<file path="config.mk">
export PLATFORM = sky130hd
export DESIGN_NAME = tbic_ctrl
export DESIGN_NICKNAME = d
export VERILOG_FILES = /design/src/rtl/tbic_pkg.sv /design/src/rtl/tbic_sync.sv /design/src/rtl/tbic_scan_reg.sv /design/src/rtl/tbic_decode.sv /design/src/rtl/tbic_bus_seq.sv /design/src/rtl/tbic_ctrl.sv
export SDC_FILE = /design/constraint.sdc
export NUM_CORES = 1
export LEC_CHECK = 0
export BUFFER_PORTS_ARGS = -buffer_cell sky130_fd_sc_hd__buf_2
export CAP_MARGIN = 20
export CORE_ASPECT_RATIO = 0.9
export CORE_MARGIN = 8
export CORE_UTILIZATION = 51
export CTS_CLUSTER_DIAMETER = 100
export DETAILED_ROUTE_END_ITERATION = 6
export MAX_ROUTING_LAYER = met4
export PLACE_DENSITY = 0.74
export SLEW_MARGIN = 10
export SYNTH_ARGS = -nofsm -noshare
export SYNTH_HDL_FRONTEND = slang
export SYNTH_SLANG_ARGS = --single-unit
</file>
<file path="constraint.sdc">
create_clock -name clk -period 1.42 [get_ports clk]
set_input_delay 0.071 -clock clk [delete_from_list [all_inputs] [get_ports clk]]
set_output_delay 0.071 -clock clk [all_outputs]
set_load 0.02 [all_outputs]
</file>
<file path="src/rtl/tbic_pkg.sv">
package tbic_pkg;

    localparam int unsigned NUM_PINS = 2;
    localparam int unsigned FIELD_W  = 4;
    localparam int unsigned CTRL_W   = NUM_PINS * FIELD_W;

    typedef enum logic [1:0] {
        MODE_OFF   = 2'b00,
        MODE_DRIVE = 2'b01,
        MODE_PROBE = 2'b10,
        MODE_RSVD  = 2'b11
    } tb_mode_e;

    typedef enum logic [1:0] {
        LVL_NONE = 2'b00,
        LVL_LOW  = 2'b01,
        LVL_HIGH = 2'b10,
        LVL_BAD  = 2'b11
    } lvl_e;

    // per-pin control field, packed so that bit 0 is the link request
    typedef struct packed {
        lvl_e level;
        logic tap;
        logic link;
    } pin_field_t;

    typedef struct packed {
        logic drv_hi;
        logic drv_lo;
        logic tap;
        logic link;
    } pin_req_t;

    typedef enum logic [1:0] {
        BUS_CLAMP = 2'b00,
        BUS_GAP   = 2'b01,
        BUS_LIVE  = 2'b10
    } bus_state_e;

    function automatic pin_req_t decode_field(input pin_field_t f, input tb_mode_e m);
        pin_req_t r;
        r = '0;
        if (m == MODE_DRIVE || m == MODE_PROBE) begin
            r.link = f.link;
            r.tap  = f.tap;
        end
        if (m == MODE_DRIVE) begin
            r.drv_hi = (f.level == LVL_HIGH);
            r.drv_lo = (f.level == LVL_LOW);
        end
        return r;
    endfunction

endpackage

</file>
<file path="src/rtl/tbic_sync.sv">
module tbic_sync #(
    parameter int unsigned WIDTH  = 2,
    parameter int unsigned STAGES = 2
) (
    input  logic             clk,
    input  logic             rst,
    input  logic [WIDTH-1:0] d,
    output logic [WIDTH-1:0] q
);

    logic [WIDTH-1:0] pipe [STAGES];

    always_ff @(posedge clk) begin
        if (rst) begin
            for (int s = 0; s < int'(STAGES); s++) pipe[s] <= '0;
        end else begin
            pipe[0] <= d;
            for (int s = 1; s < int'(STAGES); s++) pipe[s] <= pipe[s-1];
        end
    end

    assign q = pipe[STAGES-1];

endmodule

</file>
<file path="src/rtl/tbic_scan_reg.sv">
module tbic_scan_reg
    import tbic_pkg::*;
#(
    parameter int unsigned SYNC_STAGES = 2
) (
    input  logic                clk,
    input  logic                rst,
    input  logic                sel,
    input  logic                capture,
    input  logic                shift,
    input  logic                update,
    input  logic                tdi,
    input  logic [NUM_PINS-1:0] cmp_raw,
    output logic                tdo,
    output logic [CTRL_W-1:0]   ctrl_q
);

    localparam int unsigned PAD_W = CTRL_W - NUM_PINS;

    logic [NUM_PINS-1:0] cmp_sync;
    logic [CTRL_W-1:0]   shift_q;

    tbic_sync #(.WIDTH(NUM_PINS), .STAGES(SYNC_STAGES)) sync_i (
        .clk (clk),
        .rst (rst),
        .d   (cmp_raw),
        .q   (cmp_sync)
    );

    always_ff @(posedge clk) begin
        if (rst) begin
            shift_q <= '0;
        end else if (sel && capture) begin
            shift_q <= {{PAD_W{1'b0}}, cmp_sync};
        end else if (sel && shift) begin
            shift_q <= {tdi, shift_q[CTRL_W-1:1]};
        end
    end

    always_ff @(posedge clk) begin
        if (rst) begin
            ctrl_q <= '0;
        end else if (sel && update) begin
            ctrl_q <= shift_q;
        end
    end

    assign tdo = shift_q[0];

    // control register only moves on a selected update
    assert_ctrl_hold_R3: assert property (@(posedge clk) disable iff (rst)
        !(sel && update) |=> $stable(ctrl_q));

    // after a capture, the padding bits read back as zero
    assert_capture_pad_R4: assert property (@(posedge clk) disable iff (rst)
        (sel && capture) |=> (shift_q[CTRL_W-1:NUM_PINS] == '0));

endmodule

</file>
<file path="src/rtl/tbic_decode.sv">
module tbic_decode
    import tbic_pkg::*;
(
    input  logic                     clk,
    input  logic                     rst,
    input  logic [CTRL_W-1:0]        ctrl,
    input  tb_mode_e                 mode,
    output pin_req_t [NUM_PINS-1:0]  req
);

    for (genvar p = 0; p < NUM_PINS; p++) begin : g_pin
        assign req[p] = decode_field(pin_field_t'(ctrl[p*FIELD_W +: FIELD_W]), mode);

        // probe and off modes never request a fixed level
        assert_probe_no_drive_R6: assert property (@(posedge clk) disable iff (rst)
            (mode != MODE_DRIVE) |-> (!req[p].drv_hi && !req[p].drv_lo));
    end

endmodule

</file>
<file path="src/rtl/tbic_bus_seq.sv">
module tbic_bus_seq
    import tbic_pkg::*;
(
    input  logic clk,
    input  logic rst,
    input  logic link_req,
    input  logic tap_req,
    output logic link_en,
    output logic tap_en,
    output logic clamp_en
);

    bus_state_e state_q, state_d;
    logic       want;

    assign want = link_req || tap_req;

    always_comb begin
        state_d = state_q;
        unique case (state_q)
            BUS_CLAMP: if (want)  state_d = BUS_GAP;
            BUS_GAP:   state_d = want ? BUS_LIVE : BUS_CLAMP;
            BUS_LIVE:  if (!want) state_d = BUS_GAP;
            default:   state_d = BUS_CLAMP;
        endcase
    end

    always_ff @(posedge clk) begin
        if (rst) state_q <= BUS_CLAMP;
        else     state_q <= state_d;
    end

    assign clamp_en = (state_q == BUS_CLAMP);
    assign link_en  = (state_q == BUS_LIVE) && link_req;
    assign tap_en   = (state_q == BUS_LIVE) && tap_req;

    assert_no_clamp_overlap_R8: assert property (@(posedge clk) disable iff (rst)
        !(clamp_en && (link_en || tap_en)));

    // connecting only after a cycle with the clamp open
    assert_bbm_connect_R9: assert property (@(posedge clk) disable iff (rst)
        ($rose(link_en) || $rose(tap_en)) |-> $past(!clamp_en));

    // clamp released into an all-open cycle
    assert_bbm_gap_R9: assert property (@(posedge clk) disable iff (rst)
        $fell(clamp_en) |-> (!link_en && !tap_en));

    // clamp only returns after a cycle with the bus switches open
    assert_bbm_release_R10: assert property (@(posedge clk) disable iff (rst)
        $rose(clamp_en) |-> $past(!link_en && !tap_en));

endmodule

</file>
<file path="src/rtl/tbic_ctrl.sv">
module tbic_ctrl
    import tbic_pkg::*;
#(
    parameter int unsigned SYNC_STAGES = 2
) (
    input  logic                clk,
    input  logic                rst,
    input  logic [1:0]          mode_i,
    input  logic                sel_i,
    input  logic                capture_dr_i,
    input  logic                shift_dr_i,
    input  logic                update_dr_i,
    input  logic                tdi_i,
    input  logic [NUM_PINS-1:0] cmp_i,
    output logic                tdo_o,
    output logic [NUM_PINS-1:0] drv_hi_o,
    output logic [NUM_PINS-1:0] drv_lo_o,
    output logic [NUM_PINS-1:0] link_o,
    output logic [NUM_PINS-1:0] tap_o,
    output logic [NUM_PINS-1:0] clamp_o
);

    logic [CTRL_W-1:0]       ctrl_q;
    pin_req_t [NUM_PINS-1:0] req;
    tb_mode_e                mode;

    assign mode = tb_mode_e'(mode_i);

    tbic_scan_reg #(.SYNC_STAGES(SYNC_STAGES)) scan_i (
        .clk     (clk),
        .rst     (rst),
        .sel     (sel_i),
        .capture (capture_dr_i),
        .shift   (shift_dr_i),
        .update  (update_dr_i),
        .tdi     (tdi_i),
        .cmp_raw (cmp_i),
        .tdo     (tdo_o),
        .ctrl_q  (ctrl_q)
    );

    tbic_decode dec_i (
        .clk  (clk),
        .rst  (rst),
        .ctrl (ctrl_q),
        .mode (mode),
        .req  (req)
    );

    for (genvar p = 0; p < NUM_PINS; p++) begin : g_bus
        assign drv_hi_o[p] = req[p].drv_hi;
        assign drv_lo_o[p] = req[p].drv_lo;

        tbic_bus_seq seq_i (
            .clk      (clk),
            .rst      (rst),
            .link_req (req[p].link),
            .tap_req  (req[p].tap),
            .link_en  (link_o[p]),
            .tap_en   (tap_o[p]),
            .clamp_en (clamp_o[p])
        );
    end

    assert_drive_excl_R7: assert property (@(posedge clk) disable iff (rst)
        (drv_hi_o & drv_lo_o) == '0);

    assert_off_mode_R6: assert property (@(posedge clk) disable iff (rst)
        (mode_i == 2'b00 || mode_i == 2'b11) |-> (drv_hi_o == '0 && drv_lo_o == '0 && link_o == '0 && tap_o == '0));

    assert_reset_state_R1: assert property (@(posedge clk) disable iff (rst)
        $past(rst) |-> (clamp_o == '1 && link_o == '0 && tap_o == '0 && drv_hi_o == '0 && drv_lo_o == '0));

endmodule

</file>
After elaboration in Yosys (flattened, before gate mapping)
Memories as Yosys holds them, arrays and structs flattened.
Index checks and enable logic that the tools add are counted.
W data, S select, Z words.

storage, ports and cells
  register bits = 20
  bits in writable memories = 4
  input port bits = 11
  output and inout bits = 11
  memories = 1

memories
  name                words  bits a word  read ports  clocked after memory_dff  wr ports  line             RTL
  scan_i.sync_i.pipe  2      2            2           0                         2         tbic_sync.sv:11  logic [WIDTH-1:0] pipe [STAGES];

operators by class
  eq/ne operators = 14
  multiplexer cells = 19
  bitwise logic cells = 2
  reduce and logical (&&, ||, !) cells = 16

operators with widths
  kind                  count
  $mux W2               14
  $pmux W2 S3           2
  $eq A2 B1 Y1 const B  5
  $eq A2 B2 Y1 const B  5
  $ne A2 B2 Y1 const B  4
  $logic_and A1 B1 Y1   7
  $logic_not A2 Y1      2
  $reduce_and A2 Y1     2
  $logic_or A1 B1 Y1    3
  $mux W1               3
  $or A1 B1 Y1          2
  $reduce_bool A2 Y1    1
  $reduce_or A2 Y1      1

Logic depth before layout (Yosys ltp)
  word-level depth = 6
  gate-level depth with buffers = 4
  mapped depth without buffers = 4

By module
A second synthesis with hierarchy kept.

unflattened totals
  cell total of the unflattened synthesis = 119
  area total of the unflattened synthesis = 1,218.7 µm²

modules (own cells, without submodules)
  module         times used  cells an instance  area each (µm²)  seq. area each (µm²)
  tbic_scan_reg  1           77                 799.5            320.3
  tbic_bus_seq   2           11                 111.4            40.0
  tbic_sync      1           10                 120.1            80.1
  tbic_decode    1           10                 76.3             0.0

Worst setup path after synthesis
OpenSTA, ideal clock, no wires.

  path type = input to register
  start point = input port mode_i[1]
  end point = register g_bus[0].seq_i.state_q[0]
  setup time = 0.079 ns
  arrival time = 0.994 ns
  data required time = 1.341 ns
  slack = 0.346 ns
  stages on the path = 4
  path buffers = 0
  cell sequence = inv_1 ha_1 or3_1 a211oi_2

between the ends
  longest elaborated chain between the ends = 6
  elaborated cells on any way between the ends = 8

ends and longest elaborated chain
  what                                                 line                RTL
  from (decl)                                          tbic_ctrl.sv:8      input logic [1:0] mode_i,
  $eq A2 B1 Y1 / $eq A2 B2 Y1 (equally long branches)  tbic_pkg.sv:44      if (m == MODE_DRIVE || m == MODE_PROBE) begin
  $logic_or A1 B1 Y1 *                                 tbic_pkg.sv:44
  $mux W2 *                                            tbic_pkg.sv:44
  $logic_or A1 B1 Y1 *                                 tbic_bus_seq.sv:16  assign want = link_req || tap_req;
  $ne A2 B2 Y1 (no line)                               -
  $reduce_and A2 Y1 (no line) *                        -
  to (signal assigned)                                 tbic_bus_seq.sv:30  else state_q <= state_d;
  to (decl)                                            tbic_bus_seq.sv:13  bus_state_e state_q, state_d;

Mark *: on every way between the ends. The rest lies on a longest branch, timed or not.
A chain may end at the register's enable or synchronous reset.

Final worst setup path
  start point = register g_bus[0].seq_i.state_q[1]
  end point = output port link_o[0]

between the ends
  longest elaborated chain between the ends = 2

ends and longest elaborated chain
  what                 line                RTL
  $eq A2 B2 Y1         tbic_bus_seq.sv:34  assign link_en = (state_q == BUS_LIVE) && link_req;
  $logic_and A1 B1 Y1  tbic_bus_seq.sv:34
  to (decl)            tbic_ctrl.sv:18     output logic [NUM_PINS-1:0] link_o,

No other way between the ends.

==> results.py <==
metrics = {
    "outcome": {
        "outcome": "complete, no violations",
    },
    "logic_synthesis": {
        "async_reset_ff_share_pct": 0,
        "ys_ff_latch": 24,
        "synth_top_cells_by_count": "nand2_1, dfxtp_1, a21oi_1",
        "synthMostInstantiatedCell": "nand2_1",
        "synthesis.area_mm2": 0.00102,
        "synth_ff_type": "dfxtp_1",
        "yosysWarnings": 0,
        "ys_seq_area_share_pct": 47.2,
        "yosysTopAreaCell": "dfxtp_1",
        "synth.top_cells.by_area": "dfxtp_1, nand2_1, a21oi_1, buf_4, and4bb_2",
        "syn_area_per_cell_um2": 8.49,
        "synth_top_area_share_pct": 47.2,
        "synth_edf_count": 0,
        "synthCells": 120,
        "ys_types": 20,
        "syn_nets": 132,
    },
    "drt": {
        "postRouteAntennaNets": 0,
        "drc": 0,
        "drt_wl_total_mm": 1.94,
        "via_per_inst": 5.11,
        "vias": 823,
        "wire_per_inst_um": 12.0,
        "first_pass_iters": 4,
        "drt_iter0_markers": 39,
    },
    "critical_path": {
        "endpoint_kind": "primary output",
        "critPathLaunch": "g_bus[0].seq_i.state_q[1]",
        "ff2ff_setup_slack_ps": 360,
        "critPathRequiredTime_ps": 1350,
        "rr_startpoint": "scan_i.ctrl_q[1]",
        "critPathTopFamily": "flip-flops",
        "cp-start-kind": "flop",
        "worstPathMaxFanout": 6,
        "cp_data_arrival_time_ps": 1160,
        "path_cells": "and4bb_2, buf_2",
        "slowest_stage": "dfxtp_1",
        "rr_endpoint": "g_bus[0].seq_i.state_q[0]",
        "r2r_cells": 3,
        "crit_type": "flop to primary output",
        "path_depth": 2,
        "worst-path-buf-inv": 1,
        "cp_slowest_stage_delay_ps": 440,
        "crit_end": "link_o[0]",
    },
    "grt": {
        "grt_usage_pct": 10.9,
        "antenna_found_initial": 0,
        "grt_max_degree": 20,
        "grt_pass1_wl_mm": 3.26,
        "gr-total-overflow": 0,
        "grt_pass1_vias": 731,
    },
    "die": {
        "row_count": 15,
        "die_w_um": 63.1,
        "core_area_mm2": 0.00190,
        "initial_utilization_pct": 53.7,
        "io_pins": 22,
        "dieHeight_um": 58.4,
        "die-area_mm2": 0.00369,
    },
    "power": {
        "power_density_mw_per_mm2": 933,
        "power_leakage_nw": 0.433,
        "ir_worst_vdd_mv": 0.797,
    },
    "clocking": {
        "clk_path_buf_depth": 2,
        "cts.sinks": 24,
        "cts_resized": 0,
        "cts_setup_buffers": 0,
        "cts_hold_buffers": 3,
        "path_clk_slew_ps": 120,
        "cts_buffers": 3,
        "htreeDepth": 1,
        "cts_tree": "done",
        "insertion_delay_ps": 300,
        "cts-root-buf": "clkbuf_4",
    },
    "worst_hold_path": {
        "hold_class": "input port to flop",
    },
    "sta": {
        "finalCriticalPeriod_ps": 1230,
        "skew_ps": 1.71,
        "max-slew-margin-rel_pct": 76.9,
        "worstMarginPinSlew_ps": 346,
        "rsz0062_at_grt": "false",
        "tns_ps": 0,
        "setup_violations": 0,
        "hold_viol_final": 0,
        "max_freq_mhz": 813,
        "drv_slew": 0,
        "fin_crit_sh_pct": 86.6,
    },
    "finish": {
        "antenna_cells": 0,
        "fillers": 170,
        "num-nets-final": 150,
        "multiInputGateArea_um2": 462,
        "syn_to_final_growth_pct": 11.4,
        "final_layout_size_suffix_gt1_share_pct": 22.1,
        "seqCellArea_um2": 480,
        "fin_area_mm2": 0.00113,
    },
    "job": {
        "max-cap-violations": 0,
    },
    "place": {
        "routabilityCongestion": 0.754,
        "placed_area_mm2": 0.00108,
        "dp_hpwl_mm": 1.42,
        "port_buffers": 21,
    },
}
-- cell usage in the layout (no fill, tap or decap) --
cell type / instances
nand2_1: 29
dfxtp_1: 24
buf_2: 21
a21oi_1: 14
nor2_1: 8
nand3_1: 8
and4bb_2: 4
nor2b_1: 4
clkbuf_4: 3
dlygate4sd3_1: 3
and3b_1: 2
xnor2_1: 2
nor4_1: 2
a311oi_1: 2
o21ai_0: 2
or3_1: 2
a211oi_2: 2
inv_1: 1
and2_1: 1
nand2b_1: 1
ha_1: 1
-- final cells by class --
class                      instances  area share (%)
clock buffer                       3            1.98
inverter                           1           0.331
multi-input combinational         84            40.7
sequential                        24            42.3
tap                               25            2.76
timing repair buffer              24            11.9
-- cells by family (layout without fill, tap and decap cells) --
| family | after synthesis | after routing | share of synthesized area [%] |
|---|---|---|---|
| flip-flops | 24 | 24 | 47.2 |
| buffers and inverters | 12 | 28 | 7.49 |
| adder cells (fa/ha/maj) | 1 | 1 | 1.23 |
| AND/OR/NAND/NOR | 61 | 61 | 30.3 |
| XOR/XNOR | 2 | 2 | 1.72 |
| AO/OA/AOI/OAI | 20 | 20 | 12.0 |
-- metrics by stage --
stage	hold slack, ps	instances	setup WS (ps)	power [mW]	utilization, %
floorplan	199	120	346	0.763	-
global placement	284	155	216	0.782	57.1
detailed placement	290	155	178	0.786	57.1
CTS	81.2	161	181	1.07	59.9
global route	90.6	161	107	1.10	59.9
finish	89.2	161	190	1.06	59.9
-- per-layer routing --
| metal | routed length [um] | part of all wire, % | track usage (%) |
|---|---|---|---|
| met2 | 891 | 46 | 16.6 |
| met1 | 901 | 46 | 13.1 |
| met3 | 146 | 7.5 | 5.30 |
| met5 | 0 | 0 | - |
| met4 | 0 | 0 | 0.974 |
-- sequential cells by signal, indices dropped and copies added, names as in the netlist --
| name | flops |
|---|---|
| g_bus.seq_i.state_q | 4 |
| scan_i.ctrl_q | 8 |
| scan_i.shift_q | 8 |
| scan_i.sync_i.pipe | 4 |
-- worst min-delay path by stage --
stage / depth (start not counted) / endpoint / from
finish: 3 / scan_i.ctrl_q[0] / update_dr_i
global route: 3 / scan_i.ctrl_q[4] / update_dr_i
CTS: 3 / scan_i.ctrl_q[0] / update_dr_i
detailed placement: 2 / scan_i.sync_i.pipe[0][0] / cmp_i[0]
global placement: 2 / scan_i.sync_i.pipe[0][0] / cmp_i[0]
floorplan: 1 / scan_i.sync_i.pipe[0][0] / cmp_i[0]
-- tightest hold or removal path, cell delays in order --
cell	delay, ps
buf_2	150
nand3_1	90
a21oi_1	50
-- report_power, final --
| part | total (mW) | internal, mW | switching, mW |
|---|---|---|---|
| clock | 0.283 | 0.0990 | 0.184 |
| sequential | 0.692 | 0.685 | 0.00663 |
| combinational | 0.0850 | 0.0339 | 0.0511 |
| total | 1.06 | 0.818 | 0.241 |
No activity file was read; power rests on OpenSTA's default activity.
